$ cat src/rtl/lit_pkg.sv
package lit_pkg;
  // one mark per rail; in NRZ mode only pos carries data
  typedef struct packed {
    logic pos;
    logic neg;
  } rail_t;

  localparam logic MODE_RAIL = 1'b0;
  localparam logic MODE_NRZ  = 1'b1;
endpackage

$ cat src/rtl/lit_rst_sync.sv
module lit_rst_sync #(
  parameter int STAGES = 2
) (
  input  logic clk,
  input  logic arst_n,
  output logic rst_n_o
);
  localparam int LAST = STAGES - 1;

  logic [LAST:0] sh_q;
  logic [LAST:0] sh_d;

  generate
    if (STAGES == 1) begin : g_one
      always_comb sh_d = 1'b1;
    end else begin : g_many
      always_comb sh_d = {sh_q[LAST-1:0], 1'b1};
    end
  endgenerate

  always_ff @(posedge clk or negedge arst_n) begin
    if (!arst_n) sh_q <= '0;
    else         sh_q <= sh_d;
  end

  assign rst_n_o = sh_q[LAST];
endmodule

$ cat src/rtl/lit_tx_path.sv
module lit_tx_path
  import lit_pkg::*;
(
  input  logic  clk,
  input  logic  rst_n,
  input  logic  nrz_mode,
  input  logic  ais_n,
  input  logic  rxlb_n,
  input  rail_t term_i,
  input  rail_t rx_i,
  output rail_t tx_o
);
  rail_t tx_q, tx_d, src;
  logic  ph_q, ph_d;

  always_comb begin
    // receive loopback picks the source before alarm insertion
    src  = rxlb_n ? term_i : rx_i;
    tx_d = src;
    ph_d = 1'b0;
    if (nrz_mode == MODE_NRZ) tx_d.neg = 1'b0;
    if (!ais_n) begin
      if (nrz_mode == MODE_NRZ) begin
        tx_d.pos = 1'b1;
        tx_d.neg = 1'b0;
      end else begin
        tx_d.pos = ~ph_q;
        tx_d.neg = ph_q;
        ph_d     = ~ph_q;
      end
    end
  end

  always_ff @(posedge clk or negedge rst_n) begin
    if (!rst_n) begin
      tx_q <= '0;
      ph_q <= 1'b0;
    end else begin
      tx_q <= tx_d;
      ph_q <= ph_d;
    end
  end

  assign tx_o = tx_q;

  p_ais_nrz_ones_r6: assert property (@(posedge clk) disable iff (!rst_n)
    (rst_n && !ais_n && nrz_mode) |=> tx_q.pos);

  p_ais_one_rail_r7: assert property (@(posedge clk) disable iff (!rst_n)
    (rst_n && !ais_n && !nrz_mode) |=> (tx_q.pos ^ tx_q.neg));

  p_nrz_neg_quiet_r2: assert property (@(posedge clk) disable iff (!rst_n)
    (rst_n && nrz_mode) |=> !tx_q.neg);

  p_rxlb_source_r9: assert property (@(posedge clk) disable iff (!rst_n)
    (rst_n && !rxlb_n && ais_n) |=> (tx_q.pos == $past(rx_i.pos)));
endmodule

$ cat src/rtl/lit_rx_path.sv
module lit_rx_path
  import lit_pkg::*;
(
  input  logic  clk,
  input  logic  rst_n,
  input  logic  nrz_mode,
  input  logic  txlb_n,
  input  rail_t line_i,
  input  logic  dec_i,
  input  rail_t tx_i,
  output rail_t rx_o
);
  rail_t rx_q, rx_d;

  always_comb begin
    if (nrz_mode == MODE_NRZ) begin
      rx_d.pos = txlb_n ? dec_i : tx_i.pos;
      rx_d.neg = 1'b0;
    end else begin
      rx_d = txlb_n ? line_i : tx_i;
    end
  end

  // receive data is launched on the falling edge
  always_ff @(negedge clk or negedge rst_n) begin
    if (!rst_n) rx_q <= '0;
    else        rx_q <= rx_d;
  end

  assign rx_o = rx_q;

  p_txlb_source_r8: assert property (@(negedge clk) disable iff (!rst_n)
    (rst_n && !txlb_n) |=> (rx_q.pos == $past(tx_i.pos)));

  p_nrz_rx_neg_quiet_r3: assert property (@(negedge clk) disable iff (!rst_n)
    (rst_n && nrz_mode) |=> !rx_q.neg);
endmodule

$ cat src/rtl/lit_termside.sv
module lit_termside
  import lit_pkg::*;
#(
  parameter int RST_STAGES = 2
) (
  input  logic clk,
  input  logic arst_n,
  input  logic nrz_mode_i,
  input  logic rx_dis_n_i,
  input  logic tx_ais_n_i,
  input  logic tx_lpbk_n_i,
  input  logic rx_lpbk_n_i,
  input  logic term_pd_i,
  input  logic term_n_i,
  input  logic line_rx_p_i,
  input  logic line_rx_n_i,
  input  logic dec_d_i,
  output logic line_tx_p_o,
  output logic line_tx_n_o,
  output logic enc_d_o,
  output logic rd_pd_o,
  output logic rd_pd_oe,
  output logic rd_n_o,
  output logic rd_n_oe,
  output logic rclk_o,
  output logic rclk_oe,
  output logic rclk_n_o,
  output logic rclk_n_oe
);
  logic  rst_n;
  rail_t term, line_rx, tx_r, rx_r;
  logic  rail_en;

  assign term    = '{pos: term_pd_i, neg: term_n_i};
  assign line_rx = '{pos: line_rx_p_i, neg: line_rx_n_i};

  lit_rst_sync #(.STAGES(RST_STAGES)) i_rst (
    .clk(clk), .arst_n(arst_n), .rst_n_o(rst_n)
  );

  lit_tx_path i_tx (
    .clk(clk), .rst_n(rst_n), .nrz_mode(nrz_mode_i), .ais_n(tx_ais_n_i),
    .rxlb_n(rx_lpbk_n_i), .term_i(term), .rx_i(rx_r), .tx_o(tx_r)
  );

  lit_rx_path i_rx (
    .clk(clk), .rst_n(rst_n), .nrz_mode(nrz_mode_i), .txlb_n(tx_lpbk_n_i),
    .line_i(line_rx), .dec_i(dec_d_i), .tx_i(tx_r), .rx_o(rx_r)
  );

  // transmit side: rails to the drivers in rail mode, NRZ bit to the encoder otherwise
  assign line_tx_p_o = (nrz_mode_i == MODE_RAIL) & tx_r.pos;
  assign line_tx_n_o = (nrz_mode_i == MODE_RAIL) & tx_r.neg;
  assign enc_d_o     = (nrz_mode_i == MODE_NRZ)  & tx_r.pos;

  // receive side enables
  assign rail_en   = rx_dis_n_i & (nrz_mode_i == MODE_RAIL);
  assign rd_pd_oe  = rx_dis_n_i;
  assign rclk_oe   = rx_dis_n_i;
  assign rd_n_oe   = rail_en;
  assign rclk_n_oe = rail_en;

  assign rd_pd_o  = rx_r.pos & rd_pd_oe;
  assign rd_n_o   = rx_r.neg & rd_n_oe;
  assign rclk_o   = clk & rclk_oe;
  assign rclk_n_o = ~clk & rclk_n_oe;

  p_dis_quiet_r5: assert property (@(posedge clk) disable iff (!rst_n)
    !rx_dis_n_i |-> (!rd_pd_o && !rd_n_o && !rclk_n_o));
endmodule

$ cat config.mk
export PLATFORM = sky130hd
export DESIGN_NAME = lit_termside
export DESIGN_NICKNAME = d
export VERILOG_FILES = /design/src/rtl/lit_pkg.sv /design/src/rtl/lit_rst_sync.sv /design/src/rtl/lit_tx_path.sv /design/src/rtl/lit_rx_path.sv /design/src/rtl/lit_termside.sv
export SDC_FILE = /design/constraint.sdc
export NUM_CORES = 1
export LEC_CHECK = 0
export ABC_AREA = 0
export ABC_CLOCK_PERIOD_IN_PS = 800
export BUFFER_PORTS_ARGS = -buffer_cell sky130_fd_sc_hd__buf_4
export CORE_AREA = 2 2 39 41
export DETAILED_ROUTE_END_ITERATION = 7
export DIE_AREA = 0 0 41 43
export GPL_TIMING_DRIVEN = 0
export HOLD_SLACK_MARGIN = 0.03
export MAX_ROUTING_LAYER = met4
export SYNTH_ARGS = -nofsm -noshare
export SYNTH_HDL_FRONTEND = slang
export SYNTH_HIERARCHICAL = 1
export SYNTH_SLANG_ARGS = --single-unit
$ cat constraint.sdc
create_clock -name clk -period 0.8 [get_ports clk]
set_input_delay 0.12 -clock clk [delete_from_list [all_inputs] [get_ports clk]]
set_output_delay 0.12 -clock clk [all_outputs]
set_load 0.02 [all_outputs]
=== Word level (Yosys, flattened, before mapping) ===
Index checks and enable logic that the tools add are counted.
W data, S select, Z words.

* Bitwise gates (word level): 11
* Mux-type cells: 9

{| class="wikitable"
|+ Operators with widths
! operator !! number
|-
| $mux W2 || 5
|-
| $and A1 B1 Y1 || 8
|-
| $mux W1 || 4
|-
| $not A1 Y1 || 3
|}

* Word-level logic and storage cells: 26
* Output and inout bits: 11
* Register bits after elaboration: 7
* Input port bits: 12

=== Longest topological paths before layout ===
Gate-level depths: netlist of run 1.

* Depth in word-level cells: 3
* Mapped depth: 2
* Mapped depth without buffers: 2

=== Cells and area by module ===
The synthesis of run 1 kept the hierarchy.

{| class="wikitable"
|+ By module, submodules not included
! module !! cells each !! sequential area each (um2) !! instances !! area each (um2)
|-
| lit_tx_path || 10 || 75.1 || 1 || 127.6
|-
| lit_rx_path || 7 || 50.0 || 1 || 82.6
|-
| lit_termside || 11 || 0.0 || 1 || 76.3
|-
| lit_rst_sync || 3 || 50.0 || 1 || 53.8
|}

==> results.json, run 1 <==
{
  "status": "complete, but fails checks",
  "violations": "negative setup slack",
  "dr_wl_met2_um": 502,
  "fin_cells": 83,
  "routed-via-count": 357,
  "synthFlopType": "dfrtp_1",
  "hpwl_um": 600,
  "drive_gt1_share_pct": 67.2,
  "grt_use_total_pct": 14.0,
  "routabilityCongestion": 0.721,
  "synth_top_cell_by_area": "dfrtp_1",
  "antenna_found_initial": 0,
  "setup_viol": 11,
  "wl_per_cell_um": 11.8,
  "synth_area_um2": 340,
  "drc": 0,
  "met1_length_um": 360,
  "power_density_nw_per_um2": 2920,
  "crit_fanout": 2,
  "async_flop_share_pct": 100,
  "cap_violations": 0,
  "first_pass_iters": 3,
  "synthCells": 31,
  "hp-class": "primary input to asynchronous set/reset pin",
  "tns_ns": -4.45,
  "insertion_delay_ns": 0.38,
  "layout_setup_ws_ns": -0.797,
  "diodes": 0,
  "synth_edf_count": 0,
  "io_pins": 23,
  "die_w_um": 41,
  "hold_violations": 0,
  "ys_types": 14,
  "slew_viol_final": 0,
  "place.port_buffers": 22,
  "cp.required_ns": 0.68,
  "p_leak_nw": 0.382,
  "yosysMostFrequentCell": "dfrtp_1",
  "start_kind": "flop",
  "grt-ovfl-total": 0,
  "cts_tree": "yes",
  "dp_cells": 69,
  "synth_area_leaders": "dfrtp_1 (37%), dfrtn_1 (15%), mux2i_1 (12%)",
  "synth_top_area_share_pct": 36.8,
  "finalClockSkew_ns": 0.0271,
  "nets": 79,
  "synth_seq_cells": 7,
  "num_rows": 14,
  "grt_max_degree": 12,
  "seq_area_frac_synth_pct": 51.5,
  "avgSynthCellArea_um2": 11.0,
  "routed.top_layer": "met4",
  "path_class": "flop to output port",
  "drtAntennaViolNets": 0,
  "design.die.area_um2": 1760,
  "viasPerCell": 4.30,
  "wl_met3_um": 87,
  "area_delta_synth_final_pct": 119,
  "grt_pass1_vias": 364,
  "initial_core_util_pct": 24.6,
  "wirelength_um": 978,
  "first_iter_violations": 1,
  "die_height_um": 43,
  "yosys_warnings": 6,
  "ir_drop_v": 0.00314,
  "grt_pass1_wl_um": 1370,
  "cp-end-kind": "output port",
  "nFillCells": 138,
  "cp.arrival_ns": 1.48,
  "syn_nets": 43,
  "path_clk_slew_ns": 0.06,
  "rsz0062_at_grt": "yes",
  "core_um2": 1380,
  "synth_commonest_cells": "dfrtp_1 (5), mux2i_1 (4), nor2_1 (4)"
}
[cell families (layout without fill, tap and decap cells)]
| kind of cell | count (synthesis) | count (layout) | synth area share (%) |
|---|---|---|---|
| AO/OA/AOI/OAI | 3 | 3 | 7.35 |
| buffers and inverters | 3 | 39 | 6.62 |
| multiplexers | 4 | 4 | 11.8 |
| flip-flops | 7 | 7 | 51.5 |
| AND/OR/NAND/NOR | 13 | 13 | 21.7 |
| other | 1 | 1 | 1.10 |
[state kept, by name, summed over array words and instances, names as in the netlist]
| register | cells |
|---|---|
| i_rst/sh_q | 2 |
| i_rx/rx_o | 2 |
| i_tx/ph_q | 1 |
| i_tx/tx_o | 2 |
[per-layer routing]
metal  GRT usage, %  vias up
li1               -      170
met1           12.0      166
met2           15.9       17
met3           12.6        4
met4           15.3        0
met5              -        -
[area by class of cell]
type	count	area (µm²)	area share [%]
sequential	7	175	23.5
clock buffer	10	97.6	13.1
clock inverter	2	35.0	4.70
buffer	3	22.5	3.02
multi-input combinational	21	185	24.8
timing repair buffer	24	210	28.2
tap	16	20.0	2.68
[report_power, final]
part	total [W]	internal (W)	switching [W]	leakage [nW]
combinational	0.000252	0.000148	0.000104	0.214
sequential	0.000397	0.000379	0.0000178	0.0839
clock	0.00153	0.00109	0.000438	0.0837
total	0.00218	0.00162	0.000560	0.382
[through the flow]
| stage | hold WS (ns) | utilization, % | cell area [µm²] | setup slack, ns | total power [W] |
|---|---|---|---|---|---|
| 6_report | 0.0699 | 53.9 | 746 | -0.797 | 0.00218 |
| 5_1_grt | 0.0665 | 53.9 | 746 | -0.823 | 0.00228 |
| 4_1_cts | 0.0353 | 51.0 | 706 | -0.807 | 0.00208 |
| 3_5_place_dp | -0.0953 | 39.2 | 543 | -0.408 | 0.000763 |
| 3_3_place_gp | -0.0956 | 39.2 | 543 | -0.402 | 0.000760 |
| 2_1_floorplan | -0.176 | - | 358 | -0.331 | 0.000592 |
[worst paths after layout]
check                              start            end  slack, ns  depth (start not counted)
max in group asynchronous  i_rst/sh_q[1]   i_rx/rx_o[0]       0.22                          0
min in group clk               term_pd_i   i_tx/tx_o[1]       0.12                          3
min reg2reg                i_rst/sh_q[1]      i_tx/ph_q       0.09                          0
max reg2reg                 i_rx/rx_o[1]   i_tx/tx_o[1]      -0.46                          3
max                         i_rx/rx_o[0]         rd_n_o      -0.80                          2
min                               arst_n  i_rst/sh_q[0]       0.07                          2
[worst max-delay path, stage by stage, from the launching register on]
cell,delay (ns)
dfrtn_1,0.40
and3b_2,0.18
buf_6,0.11
[layout by cell type (no fill, tap or decap)]
cell type / netlist / final
conb_1: 1 / 1
and3b_2: 0 / 1
a21oi_1: 1 / 1
a211oi_2: 1 / 1
nor3b_4: 0 / 1
nor2b_4: 0 / 3
nor3_1: 1 / 1
buf_4: 3 / 20
buf_8: 0 / 2
a22oi_1: 1 / 1
bufinv_16: 0 / 1
dfrtn_1: 2 / 2
clkbuf_4: 0 / 4
dlygate4sd3_1: 0 / 3
clkinv_2: 0 / 1
nor2_1: 4 / 4
buf_6: 0 / 8
and2_4: 0 / 3
dfrtp_1: 5 / 5
mux2i_1: 4 / 4
[timing repair]
action | 4_1_cts | 5_1_grt
hold buffers | 2 | 1
setup endpoints to repair | 11 | 12
setup buffers | 1 | 1
pin swaps | 0 | 1
resized for setup | 11 | 8
endpoints found under the hold margin | 5 | 2
Power figures use the tool's default switching activity.
==> run 2: changes to the inputs <==
Settings changed: ABC_CLOCK_PERIOD_IN_PS 800 to 1600, SYNTH_HIERARCHICAL 1 to default.
Clock period 0.8 ns to 1.6 ns, I/O delays scaled along.
==> run 2 against run 1 <==
Compared with the run above:
- the flow still finishes with violations (negative setup slack)
- first-iteration DRC count rose to 3.0 times the previous value
- non-clock buffer count fell by 1
- synthesized cell count rose by 3.2%
==> results.json, run 2 <==
{
  "start_kind": "flop",
  "p_int_w": 0.000506,
  "hpwl_um": 546,
  "synth_top_area_share_pct": 35.2,
  "layout_common_cells": "buf_4 (24), clkbuf_4 (7), dfrtp_1 (5)",
  "status": "complete, but fails checks",
  "total_power_w": 0.000698,
  "syn_nets": 44,
  "die_height_um": 43,
  "pre_cts_slack_ns": -0.0906,
  "ir_drop_v": 0.000460,
  "p_leak_nw": 0.327,
  "synthFlopType": "dfrtp_1",
  "cp-end-kind": "output port",
  "cp.arrival_ns": 1.82,
  "cp_slowest_cell": "dfrtn_1",
  "nets": 77,
  "die_w_um": 41,
  "path_class": "flop to output port",
  "synth_commonest_cells": "dfrtp_1 (5), and2_1 (4), mux2i_1 (4), nor2_1 (4)",
  "area_delta_synth_final_pct": 81.0,
  "multi_input_area_um2": 164,
  "placed_area_um2": 538,
  "routed-via-count": 321,
  "dp_cells": 69,
  "cts_tree": "yes",
  "power_frac_seq_pct": 28.3,
  "swShare_pct": 27.4,
  "power_density_nw_per_um2": 1080,
  "finalClockSkew_ns": 0.0228,
  "nFillCells": 132,
  "path_clk_slew_ns": 0.05,
  "crit_fanout": 2,
  "slew_viol_final": 0,
  "synthSimpleGateAreaFrac_pct": 21.8,
  "place.port_buffers": 21,
  "io_pins": 23,
  "layout_setup_ws_ns": -0.456,
  "tns_ns": -0.961,
  "synth_seq_cells": 7,
  "p_clk_share_pct": 55.3,
  "diodes": 0,
  "cap_violations": 0,
  "grt_max_degree": 10,
  "r2r_setup_slack_ns": -0.03,
  "yosysMostFrequentCell": "dfrtp_1",
  "async_flop_share_pct": 100,
  "crit_path_cell_trace": "and2_4, buf_6",
  "synth_top_cell_by_area": "dfrtp_1",
  "hold_violations": 0,
  "synth_edf_count": 0,
  "critPathBufInv": 1,
  "cp.required_ns": 1.36,
  "switching_power_w": 0.000191,
  "grt-ovfl-total": 0,
  "ys_types": 14,
  "initial_core_util_pct": 25.7,
  "hp-class": "flop to asynchronous set/reset pin",
  "critPathTopFamily": "flip-flops",
  "wirelength_um": 729,
  "synthCells": 32,
  "drive_gt1_share_pct": 60.0,
  "core_um2": 1380,
  "synth_compound_gate_area_share_pct": 7.04,
  "r2r_cells": 3,
  "drtAntennaViolNets": 0,
  "grt_use_total_pct": 12.3,
  "worstReg2RegStart": "i_rx.rx_o[0]",
  "drc": 0,
  "design.die.area_um2": 1760,
  "grt_pass1_vias": 308,
  "synth_area_um2": 355,
  "seq_area_frac_synth_pct": 49.3,
  "synth_adder_area_share_pct": 0,
  "fin_cells": 81,
  "viasPerCell": 3.96,
  "violations": "negative setup slack",
  "synthMuxAreaShare_pct": 11.3,
  "grt_pass1_wl_um": 1170,
  "cpPeakStageDelay_ns": 0.40,
  "synthXorXnorAreaFrac_pct": 0,
  "setup_viol": 4,
  "num_rows": 14,
  "seqCellArea_um2": 175,
  "final_area_um2": 643,
  "synth_area_leaders": "dfrtp_1 (35%), dfrtn_1 (14%), mux2i_1 (11%)",
  "combPwrFrac_pct": 16.4,
  "synth_top_family_by_area": "simple AND/OR/NAND/NOR gates",
  "first_iter_violations": 3,
  "rsz0062_at_grt": "yes",
  "insertion_delay_ns": 0.37,
  "antenna_found_initial": 0,
  "avgSynthCellArea_um2": 11.1,
  "final_common_cell": "buf_4",
  "routabilityCongestion": 0.680,
  "yosys_warnings": 0,
  "wl_per_cell_um": 9.00,
  "first_pass_iters": 3,
  "r2r-end": "i_tx.tx_o[0]"
}
==> run 2: layer usage <==
layer	part of all wire (%)	global-route usage [%]	routed length, µm	vias to the layer above
met2	48	11.9	352	14
met4	1.8	21.3	13	0
met1	36	12.2	264	140
li1	-	-	-	165
met5	0	-	0	-
met3	13	6.28	98	2
==> run 2: worst max-delay path by stage <==
stage,from,end,slack [ns],cells after the start
6_report,i_rx.rx_o[1],rd_pd_o,-0.46,2
5_1_grt,i_rx.rx_o[1],rd_pd_o,-0.50,2
4_1_cts,i_rx.rx_o[1],rd_pd_o,-0.47,2
3_5_place_dp,i_rx.rx_o[1],rd_pd_o,-0.09,2
3_3_place_gp,i_rx.rx_o[1],rd_pd_o,-0.09,2
2_1_floorplan,i_rx.rx_o[1],rd_pd_o,0.009,1
==> run 2: layout make-up <==
cell class	instances	area share (%)
multi-input combinational	21	25.5
clock buffer	11	11.7
timing repair buffer	22	27.2
buffer	4	5.25
tap	16	3.11
sequential	7	27.2
==> run 2: metrics by stage <==
step	util, %	hold WS [ns]
final	46.5	0.0727
after global routing	46.5	0.0720
after CTS	45.3	0.0645
after detailed placement	38.9	0.0236
after global placement	38.9	0.0238
after floorplan	-	-0.0556
==> run 2: repair_timing <==
| action | 4_1_cts | 5_1_grt |
|---|---|---|
| gates resized for setup | 3 | 1 |
| setup buffers | 1 | 1 |
| pin swaps | 2 | 0 |
| endpoints found under the setup margin | 3 | 3 |
| endpoints found under the hold margin | 2 | 0 |
| hold buffers | 1 | 0 |
| gates cloned | 0 | 0 |
==> run 2: power groups by stage <==
stage	Clock (W)	Combinational, W	Sequential [W]
final	0.000386	0.000115	0.000197
after global routing	0.000433	0.000124	0.000199
after CTS	0.000407	0.000110	0.000198
after detailed placement	0.0000717	0.000101	0.000201
after global placement	0.0000717	0.000101	0.000200
after floorplan	0.0000418	0.0000550	0.000198
==> run 2: cell families after synthesis <==
family,count (synthesis)
and+or+nand+nor,13
DFF,7
muxes,4
buffers and inverters,4
AOI/OAI and AO/OA,3
other,1
